`src/rtl/keygate_pkg.sv`:
```
package keygate_pkg;

  // Unlock sequence position
  typedef enum logic [1:0] {
    GATE_SHUT = 2'd0,
    GATE_HALF = 2'd1,
    GATE_OPEN = 2'd2
  } gate_state_e;

  // Address classification of one request
  typedef struct packed {
    logic kick0;
    logic kick1;
    logic prot;
  } addr_hit_t;

endpackage

```
`src/rtl/keygate_decode.sv`:
```
module keygate_decode
  import keygate_pkg::*;
#(
  parameter int                ADDR_W     = 8,
  parameter logic [ADDR_W-1:0] KICK0_ADDR = 8'h6C,
  parameter logic [ADDR_W-1:0] KICK1_ADDR = 8'h70,
  parameter logic [ADDR_W-1:0] PROT_BASE  = 8'h60,
  parameter int                PROT_WORDS = 3
) (
  input  logic [ADDR_W-1:0] addr_i,
  output addr_hit_t         hit_o
);

  localparam int WORD_BYTES = 4;

  logic [PROT_WORDS-1:0] prot_vec;

  // One comparator per protected word
  for (genvar g = 0; g < PROT_WORDS; g++) begin : g_prot
    localparam logic [ADDR_W-1:0] WADDR = ADDR_W'(int'(PROT_BASE) + WORD_BYTES * g);
    assign prot_vec[g] = (addr_i == WADDR);
  end

  always_comb begin
    hit_o.kick0 = (addr_i == KICK0_ADDR);
    hit_o.kick1 = (addr_i == KICK1_ADDR);
    hit_o.prot  = |prot_vec;
  end

endmodule

```
`src/rtl/keygate_fsm.sv`:
```
module keygate_fsm
  import keygate_pkg::*;
#(
  parameter int                DATA_W = 32,
  parameter logic [DATA_W-1:0] KEY0   = 32'h83E70B13,
  parameter logic [DATA_W-1:0] KEY1   = 32'h95A4F1E0
) (
  input  logic              clk,
  input  logic              rst,
  input  logic              wr_valid_i,
  input  logic              kick0_i,
  input  logic              kick1_i,
  input  logic [DATA_W-1:0] wdata_i,
  output logic              open_o
);

  gate_state_e state_q, state_d;
  logic        open_q;

  always_comb begin
    state_d = state_q;
    if (wr_valid_i) begin
      if (kick0_i) begin
        // Correct first key always restarts the sequence
        state_d = (wdata_i == KEY0) ? GATE_HALF : GATE_SHUT;
      end else if (kick1_i) begin
        state_d = ((wdata_i == KEY1) && (state_q == GATE_HALF)) ? GATE_OPEN : GATE_SHUT;
      end
    end
  end

  always_ff @(posedge clk) begin
    if (rst) begin
      state_q <= GATE_SHUT;
      open_q  <= 1'b0;
    end else begin
      state_q <= state_d;
      open_q  <= (state_d == GATE_OPEN);
    end
  end

  assign open_o = open_q;

endmodule

```
`src/rtl/keygate_fwd.sv`:
```
module keygate_fwd
  import keygate_pkg::*;
#(
  parameter int ADDR_W = 8,
  parameter int DATA_W = 32
) (
  input  logic              clk,
  input  logic              rst,
  input  logic              valid_i,
  input  logic              write_i,
  input  logic [ADDR_W-1:0] addr_i,
  input  logic [DATA_W-1:0] wdata_i,
  input  addr_hit_t         hit_i,
  input  logic              open_i,
  output logic              wr_en_o,
  output logic [ADDR_W-1:0] wr_addr_o,
  output logic [DATA_W-1:0] wr_data_o,
  output logic              rd_en_o,
  output logic [ADDR_W-1:0] rd_addr_o,
  output logic              rvalid_o,
  output logic              key_rd_o,
  output logic              viol_o
);

  logic is_wr, is_rd, is_key;

  assign is_wr  = valid_i &&  write_i;
  assign is_rd  = valid_i && !write_i;
  assign is_key = hit_i.kick0 || hit_i.kick1;

  // Strobes carry reset
  always_ff @(posedge clk) begin
    if (rst) begin
      wr_en_o  <= 1'b0;
      viol_o   <= 1'b0;
      rd_en_o  <= 1'b0;
      rvalid_o <= 1'b0;
      key_rd_o <= 1'b0;
    end else begin
      wr_en_o  <= is_wr && !is_key && (!hit_i.prot || open_i);
      viol_o   <= is_wr && hit_i.prot && !open_i;
      rd_en_o  <= is_rd && !is_key;
      rvalid_o <= is_rd;
      key_rd_o <= is_rd && is_key;
    end
  end

  // Address and data paths without reset
  always_ff @(posedge clk) begin
    wr_addr_o <= addr_i;
    wr_data_o <= wdata_i;
    rd_addr_o <= addr_i;
  end

endmodule

```
`src/rtl/regwr_keygate.sv`:
```
module regwr_keygate
  import keygate_pkg::*;
#(
  parameter int                ADDR_W     = 8,
  parameter int                DATA_W     = 32,
  parameter logic [ADDR_W-1:0] KICK0_ADDR = 8'h6C,
  parameter logic [ADDR_W-1:0] KICK1_ADDR = 8'h70,
  parameter logic [DATA_W-1:0] KEY0       = 32'h83E70B13,
  parameter logic [DATA_W-1:0] KEY1       = 32'h95A4F1E0,
  parameter logic [ADDR_W-1:0] PROT_BASE  = 8'h60,
  parameter int                PROT_WORDS = 3
) (
  input  logic              clk,
  input  logic              rst,
  input  logic              req_valid_i,
  input  logic              req_write_i,
  input  logic [ADDR_W-1:0] req_addr_i,
  input  logic [DATA_W-1:0] req_wdata_i,
  input  logic [DATA_W-1:0] ds_rdata_i,
  output logic              wr_en_o,
  output logic [ADDR_W-1:0] wr_addr_o,
  output logic [DATA_W-1:0] wr_data_o,
  output logic              rd_en_o,
  output logic [ADDR_W-1:0] rd_addr_o,
  output logic              rvalid_o,
  output logic [DATA_W-1:0] rdata_o,
  output logic              viol_o,
  output logic              unlocked_o
);

  addr_hit_t hit;
  logic      gate_open;
  logic      key_rd;

  keygate_decode #(
    .ADDR_W     (ADDR_W),
    .KICK0_ADDR (KICK0_ADDR),
    .KICK1_ADDR (KICK1_ADDR),
    .PROT_BASE  (PROT_BASE),
    .PROT_WORDS (PROT_WORDS)
  ) decode_i (
    .addr_i (req_addr_i),
    .hit_o  (hit)
  );

  keygate_fsm #(
    .DATA_W (DATA_W),
    .KEY0   (KEY0),
    .KEY1   (KEY1)
  ) fsm_i (
    .clk        (clk),
    .rst        (rst),
    .wr_valid_i (req_valid_i && req_write_i),
    .kick0_i    (hit.kick0),
    .kick1_i    (hit.kick1),
    .wdata_i    (req_wdata_i),
    .open_o     (gate_open)
  );

  keygate_fwd #(
    .ADDR_W (ADDR_W),
    .DATA_W (DATA_W)
  ) fwd_i (
    .clk       (clk),
    .rst       (rst),
    .valid_i   (req_valid_i),
    .write_i   (req_write_i),
    .addr_i    (req_addr_i),
    .wdata_i   (req_wdata_i),
    .hit_i     (hit),
    .open_i    (gate_open),
    .wr_en_o   (wr_en_o),
    .wr_addr_o (wr_addr_o),
    .wr_data_o (wr_data_o),
    .rd_en_o   (rd_en_o),
    .rd_addr_o (rd_addr_o),
    .rvalid_o  (rvalid_o),
    .key_rd_o  (key_rd),
    .viol_o    (viol_o)
  );

  // Key registers read back as zero
  assign rdata_o    = key_rd ? '0 : ds_rdata_i;
  assign unlocked_o = gate_open;

endmodule

```
`config.mk`:
```
export PLATFORM = sky130hd
export DESIGN_NAME = regwr_keygate
export DESIGN_NICKNAME = d
export VERILOG_FILES = /design/src/rtl/keygate_pkg.sv /design/src/rtl/keygate_decode.sv /design/src/rtl/keygate_fsm.sv /design/src/rtl/keygate_fwd.sv /design/src/rtl/regwr_keygate.sv
export SDC_FILE = /design/constraint.sdc
export NUM_CORES = 1
export LEC_CHECK = 0
export ABC_AREA = 1
export CAP_MARGIN = 10
export CORE_MARGIN = 1
export CORE_UTILIZATION = 35
export CTS_CLUSTER_DIAMETER = 120
export CTS_CLUSTER_SIZE = 24
export DETAILED_ROUTE_END_ITERATION = 16
export DONT_BUFFER_PORTS = 1
export GPL_TIMING_DRIVEN = 1
export PLACE_DENSITY = 0.55
export RECOVER_POWER = 25
export SLEW_MARGIN = 20
export SYNTH_ARGS = -nofsm -noshare
export SYNTH_HDL_FRONTEND = slang
export SYNTH_HIERARCHICAL = 1
export SYNTH_SLANG_ARGS = --single-unit
```
`constraint.sdc`:
```
create_clock -name clk -period 1.55 [get_ports clk]
set_input_delay 0.2325 -clock clk [delete_from_list [all_inputs] [get_ports clk]]
set_output_delay 0.2325 -clock clk [all_outputs]
set_load 0.02 [all_outputs]
```
==> results.yml, run 1 <==
outcome:
  status: "finished clean"
placement:
  gp_congestion: 0.671
  numPlacedInstances: 296
  port_buffers: 0
  dp_hpwl_mm: 2.87
logic_synthesis:
  syn-num-nets: 315
  synthFlopType: "dfxtp_1"
  synthDominantCellAreaShare_pct: 53.9
  synth-edff-count: 0
  ys_ff_latch: 48
  synth_area_leader_cell: "dfxtp_1"
  ys_seq_area_share_pct: 53.9
  syn_avg_cell_area_um2: 7.46
  ys_warn_count: 6
  syn_inst: 239
  synth_common_cells: "inv_1, nor2_1, dfxtp_1, nand2_1, buf_4"
  synth.area.top_cells: "dfxtp_1, inv_1, nor2_1"
  syn-cell-area_mm2: 0.00178
  async_flop_share_pct: 0
  synth_cell_types: 15
layout:
  final_core_util_pct: 47.5
  area_delta_synth_final_pct: 28.2
  fillers: 463
  regArea_um2: 965
  final_nets: 353
  instances_no_fill: 345
  num_antenna_cells: 0
  drive_gt1_share_pct: 6.83
  multi_input_comb_area_um2: 494
die:
  fp.dieW_um: 73.4
  die-height_um: 73.4
  initial_core_util_pct: 37.0
  dieArea_mm2: 0.00538
  design.core.area_mm2: 0.00482
  pin_count: 161
  placementRows: 25
worst_setup_path:
  crit_buf_inv: 0
  worst-setup-path-type: "flop to primary output"
  start_kind: "flop"
  end_kind: "primary output"
  worst-r2r-setup-slack_ns: 0.52
  cpPeakStageDelay_ns: 0.44
  path_cells: "nor2_1"
  path_max_fanout: 32
  required_ns: 1.32
  crit_family: "flip-flops"
  critical_path_arrival_ns: 1.09
  crit_slowest_cell: "dfxtp_4"
drt:
  antenna_left: 0
  route.met2.wl_mm: 2.22
  topRoutingLayerUsed: "met4"
  route.met3.wl_um: 454
  drt_iter0_markers: 21
  drt-total-wl_mm: 4.15
  drc_errors: 0
  wl_per_cell_um: 12.0
  drt-met1-wl_mm: 1.46
  viasPerCell: 4.17
  first_pass_iters: 4
  via_count: 1438
job:
  max-cap-violations: 0
clock_network:
  cts.path.max_buffers: 2
  clock_latency_ns: 0.29
  path_clk_slew_ns: 0.09
  cts-root-buf: "clkbuf_8"
  clkSinkCount: 48
  cts.htree.levels: 2
  cts_tree: "built"
  cts_buffers: 5
power:
  power.total_uw: 2390
  p_leak_uw: 0.00120
  power.density_mw_per_mm2: 1050
  ir_drop_v: 0.000525
timing:
  finalSetupViolCount: 0
  fin_crit_ns: 1.32
  fin_crit_sh_pct: 85.1
  slew_viol_final: 0
  finalHoldViolCount: 0
  worst_slew_pin_slew_ns: 0.431
  fmax_mhz: 758
  maxSlewHeadroom_pct: 71.3
  rsz0062_at_grt: "false"
  setup_tns_ns: 0
  finalClockSkew_ns: 0.00877
global_route:
  grt_max_degree: 33
  grt_remaining_overflow: 0
  grt_pass1_vias: 1328
  grt_first_pass_wirelength_mm: 6.03
  antenna_found_initial: 0
  track_usage_pct: 15.2
min_path:
  worstHoldPathType: "primary input to flop"
where the power goes:
part / total (uW) / switching [uW] / internal (uW)
clock: 760 / 395 / 365
sequential: 1410 / 116 / 1290
combinational: 225 / 122 / 103
total: 2390 / 633 / 1760
timing repair:
action | in CTS | in global routing
cloned | 0 | 0
buffers inserted | 0 | 0
resized for setup | 1 | 1
pin swaps | 0 | 0
endpoints found under the setup margin | 32 | 7
hold buffers | 41 | 0
endpoints found under the hold margin | 41 | 0
per-stage QoR:
| stage | worst slack (ns) | hold WS (ns) | cell area [um^2] |
|---|---|---|---|
| finish | 0.230 | 0.0971 | 2290 |
| global route | 0.140 | 0.0977 | 2290 |
| CTS | 0.125 | 0.0808 | 2290 |
| detailed placement | 0.0350 | 0.260 | 1780 |
| global placement | 0.0518 | 0.260 | 1780 |
| floorplan | 0.279 | 0.260 | 1780 |
sequential cells by signal, summed over array words and instances, names as in the netlist:
signal           cells
fwd_i/rd_en_o        1
fwd_i/wr_en_o        1
fwd_i/rd_addr_o      8
fwd_i/rvalid_o       1
fwd_i/wr_data_o     32
fsm_i/state_q        2
fwd_i/key_rd_o       1
fwd_i/viol_o         1
fsm_i/open_o         1
cell usage in the layout (no fill, tap or decap), types with 5 or more instances in the layout:
master and n:
nand3_1 7, nand2_1 40, dlygate4sd3_1 41, nor2_2 5, inv_1 61, clkbuf_8 6
dfxtp_1 47, nor2_1 61
layer usage:
metal / vias up / track usage [%]
met5: - / 0
met4: 0 / 5.13
met3: 2 / 7.27
met2: 92 / 28.8
met1: 609 / 14.2
li1: 735 / -
worst paths after layout:
check	endpoint	depth (start not counted)	start
worst max register to register	fsm_i/open_o	7	fsm_i/state_q[1]
worst min-delay path	fsm_i/open_o	3	rst
worst max-delay path	rdata_o[1]	1	fwd_i/key_rd_o
worst min register to register	fsm_i/state_q[0]	2	fsm_i/state_q[0]
cell families (layout without fill, tap and decap cells):
group           count (synthesis)  after routing  synth area share (%)
compound gates                  2              2                 0.772
simple gates                  117            117                  27.2
flops                          48             48                  53.9
buf+inv                        72            111                  18.1
cell type report:
class	instances	area share [%]
clock buffers	6	3.61
clock inverters	2	0.602
inverters	61	10.0
multi-input cells	119	21.6
flip-flops and latches	48	42.2
well taps	67	3.67
repair buffers	42	18.3
(Power assumes the default switching activity.)
==> run 2, diff against run 1 <==
--- a/config.mk
+++ b/config.mk
@@ -19,5 +19,4 @@
 export SLEW_MARGIN = 20
 export SYNTH_ARGS = -nofsm -noshare
 export SYNTH_HDL_FRONTEND = slang
-export SYNTH_HIERARCHICAL = 1
 export SYNTH_SLANG_ARGS = --single-unit
==> results.yml, run 2 <==
timing:
  finalClockSkew_ns: 0.00493
  whs_ns: 0.107
  slew_viol_final: 0
  finalSetupViolCount: 0
  setup_tns_ns: 0
  final.setup.worst_slack_ns: 0.119
  finalHoldViolCount: 0
  worst_slew_pin_slew_ns: 0.516
  fmax_mhz: 699
  fin_crit_sh_pct: 92.3
  fin_crit_ns: 1.43
  maxSlewHeadroom_pct: 65.6
  rsz0062_at_grt: "false"
power:
  power_switching_uw: 625
  power.density_mw_per_mm2: 1050
  power.share.clock_pct: 31.1
  comb_power_share_pct: 9.6
  p_leak_uw: 0.00115
  ir_drop_v: 0.000667
  p_seq_share_pct: 59.2
  p_int_uw: 1750
  swShare_pct: 26.3
layout:
  final_nets: 344
  fillers: 451
  layout_commonest_cell: "nor2_1"
  multi_input_comb_area_um2: 490
  area_delta_synth_final_pct: 29.2
  largest_reg_flops: 32
  regMostFlops: "fwd_i.wr_data_o"
  largest_registers: "fwd_i.wr_data_o (32), fwd_i.wr_addr_o (8), fsm_i.state_q (2)"
  num_antenna_cells: 0
  final_cell_mix: "nor2_1, inv_1, dfxtp_1"
  regArea_um2: 962
  drive_gt1_share_pct: 8.96
drt:
  first_pass_iters: 4
  viasPerCell: 4.25
  wl_per_cell_um: 12.5
  drt-total-wl_mm: 4.18
  antenna_left: 0
  via_count: 1425
  drt_iter0_markers: 15
  drc_errors: 0
worst_setup_path:
  path_cells: "nor2_1"
  critical_path_arrival_ns: 1.20
  crit_slowest_cell: "dfxtp_2"
  path_max_fanout: 32
  end_kind: "primary output"
  crit_family: "flip-flops"
  cpPeakStageDelay_ns: 0.66
  crit_buf_inv: 0
  start_kind: "flop"
  required_ns: 1.32
  worst-setup-path-type: "flop to primary output"
logic_synthesis:
  synth.area.top_cells: "dfxtp_1, nor2_1, inv_1"
  ys_warn_count: 0
  synthFlopType: "dfxtp_1"
  synth-edff-count: 0
  synthDominantCellAreaShare_pct: 55.1
  synth.most_common_cell: "nor2_1"
  syn_avg_cell_area_um2: 7.56
  ys_ff_latch: 48
  synth_cell_types: 18
  synth_area_leader_cell: "dfxtp_1"
  syn_inst: 231
  synth_common_cells: "nor2_1, inv_1, dfxtp_1, nand2_1, buf_4"
  syn-cell-area_mm2: 0.00175
  ys_seq_area_share_pct: 55.1
  async_flop_share_pct: 0
  syn-num-nets: 307
min_path:
  worstHoldPathType: "primary input to flop"
die:
  die-height_um: 72.6
  fp.dieW_um: 72.6
  initial_core_util_pct: 36.7
  dieArea_mm2: 0.00527
  pin_count: 161
  placementRows: 25
  design.core.area_mm2: 0.00475
placement:
  dp_hpwl_mm: 2.91
  port_buffers: 0
  dp_slack_ns: 0.0753
  gp_congestion: 0.685
job:
  max-cap-violations: 0
global_route:
  grt_max_degree: 33
  track_usage_pct: 15.2
  grt_remaining_overflow: 0
  grt_pass1_vias: 1352
  grt_first_pass_wirelength_mm: 5.87
  antenna_found_initial: 0
clock_network:
  clock_latency_ns: 0.29
  cts-root-buf: "clkbuf_8"
  cts_tree: "built"
  cts.path.max_buffers: 2
  cts_buffers: 5
  clkSinkCount: 48
  cts.htree.levels: 2
  path_clk_slew_ns: 0.08
outcome:
  status: "finished clean"
[run 2: changes by cell type in the layout (fill, tap and decap cells not counted), sizes merged, moves of 2 or more]
| cell | before | now |
|---|---|---|
| a21oi | 1 | 3 |
| inv | 62 | 58 |
| nand2 | 41 | 37 |
| nor2 | 66 | 60 |
[run 2: stage by stage]
stage / utilization, % / area, um^2 / power [uW] / cells
after floorplan: - / 1750 / 1580 / 231
after global placement: 37.0 / 1760 / 1590 / 287
after detailed placement: 37.0 / 1760 / 1580 / 287
after CTS: 47.6 / 2260 / 2410 / 335
after global routing: 47.4 / 2260 / 2490 / 335
final: 47.4 / 2260 / 2380 / 335
[run 2: what timing repair did]
action                                  CTS  global route
hold buffers                             41             0
buffers inserted                          0             0
endpoints found under the setup margin   32             0
endpoints found under the hold margin    41             0
gates resized for setup                   1             0
[run 2: worst paths after layout]
path	depth (start not counted)	slack (ns)	endpoint	start
max	1	0.12	rdata_o[7]	fwd_i.key_rd_o
min	3	0.11	fsm_i.state_q[1]	rst
max reg2reg	8	0.57	fsm_i.open_o	fsm_i.state_q[0]
min reg2reg	2	0.48	fsm_i.state_q[0]	fsm_i.state_q[0]
[run 2: cell type report]
class / instances / share of cell area, %
Sequential cell: 48 / 42.7
Multi-Input combinational cell: 114 / 21.7
Timing Repair Buffer: 41 / 18.2
Inverter: 58 / 9.65
Tap cell: 67 / 3.72
Clock buffer: 6 / 3.66
Clock inverter: 1 / 0.388
[run 2: logic make-up after synthesis]
family	share of synthesized area, %
AND/OR/NAND/NOR	27.5
AO/OA/AOI/OAI	0.860
flip-flops	55.1
buffers and inverters	16.6
[run 2: power groups by stage]
stage	clock, uW	sequential [uW]	combinational (uW)
5_1_grt	821	1410	252
2_1_floorplan	0	1410	166
3_3_place_gp	0	1440	148
3_5_place_dp	0	1440	148
4_1_cts	770	1410	229
6_report	739	1410	229
[run 2: per-layer routing]
layer  track usage [%]  routed length, um  vias up
met5                 0                  0        -
met3              6.91                436        7
met1              12.9               1410      606
met4              5.23                 41        0
met2              30.5               2300       93
li1                  -                  -      719
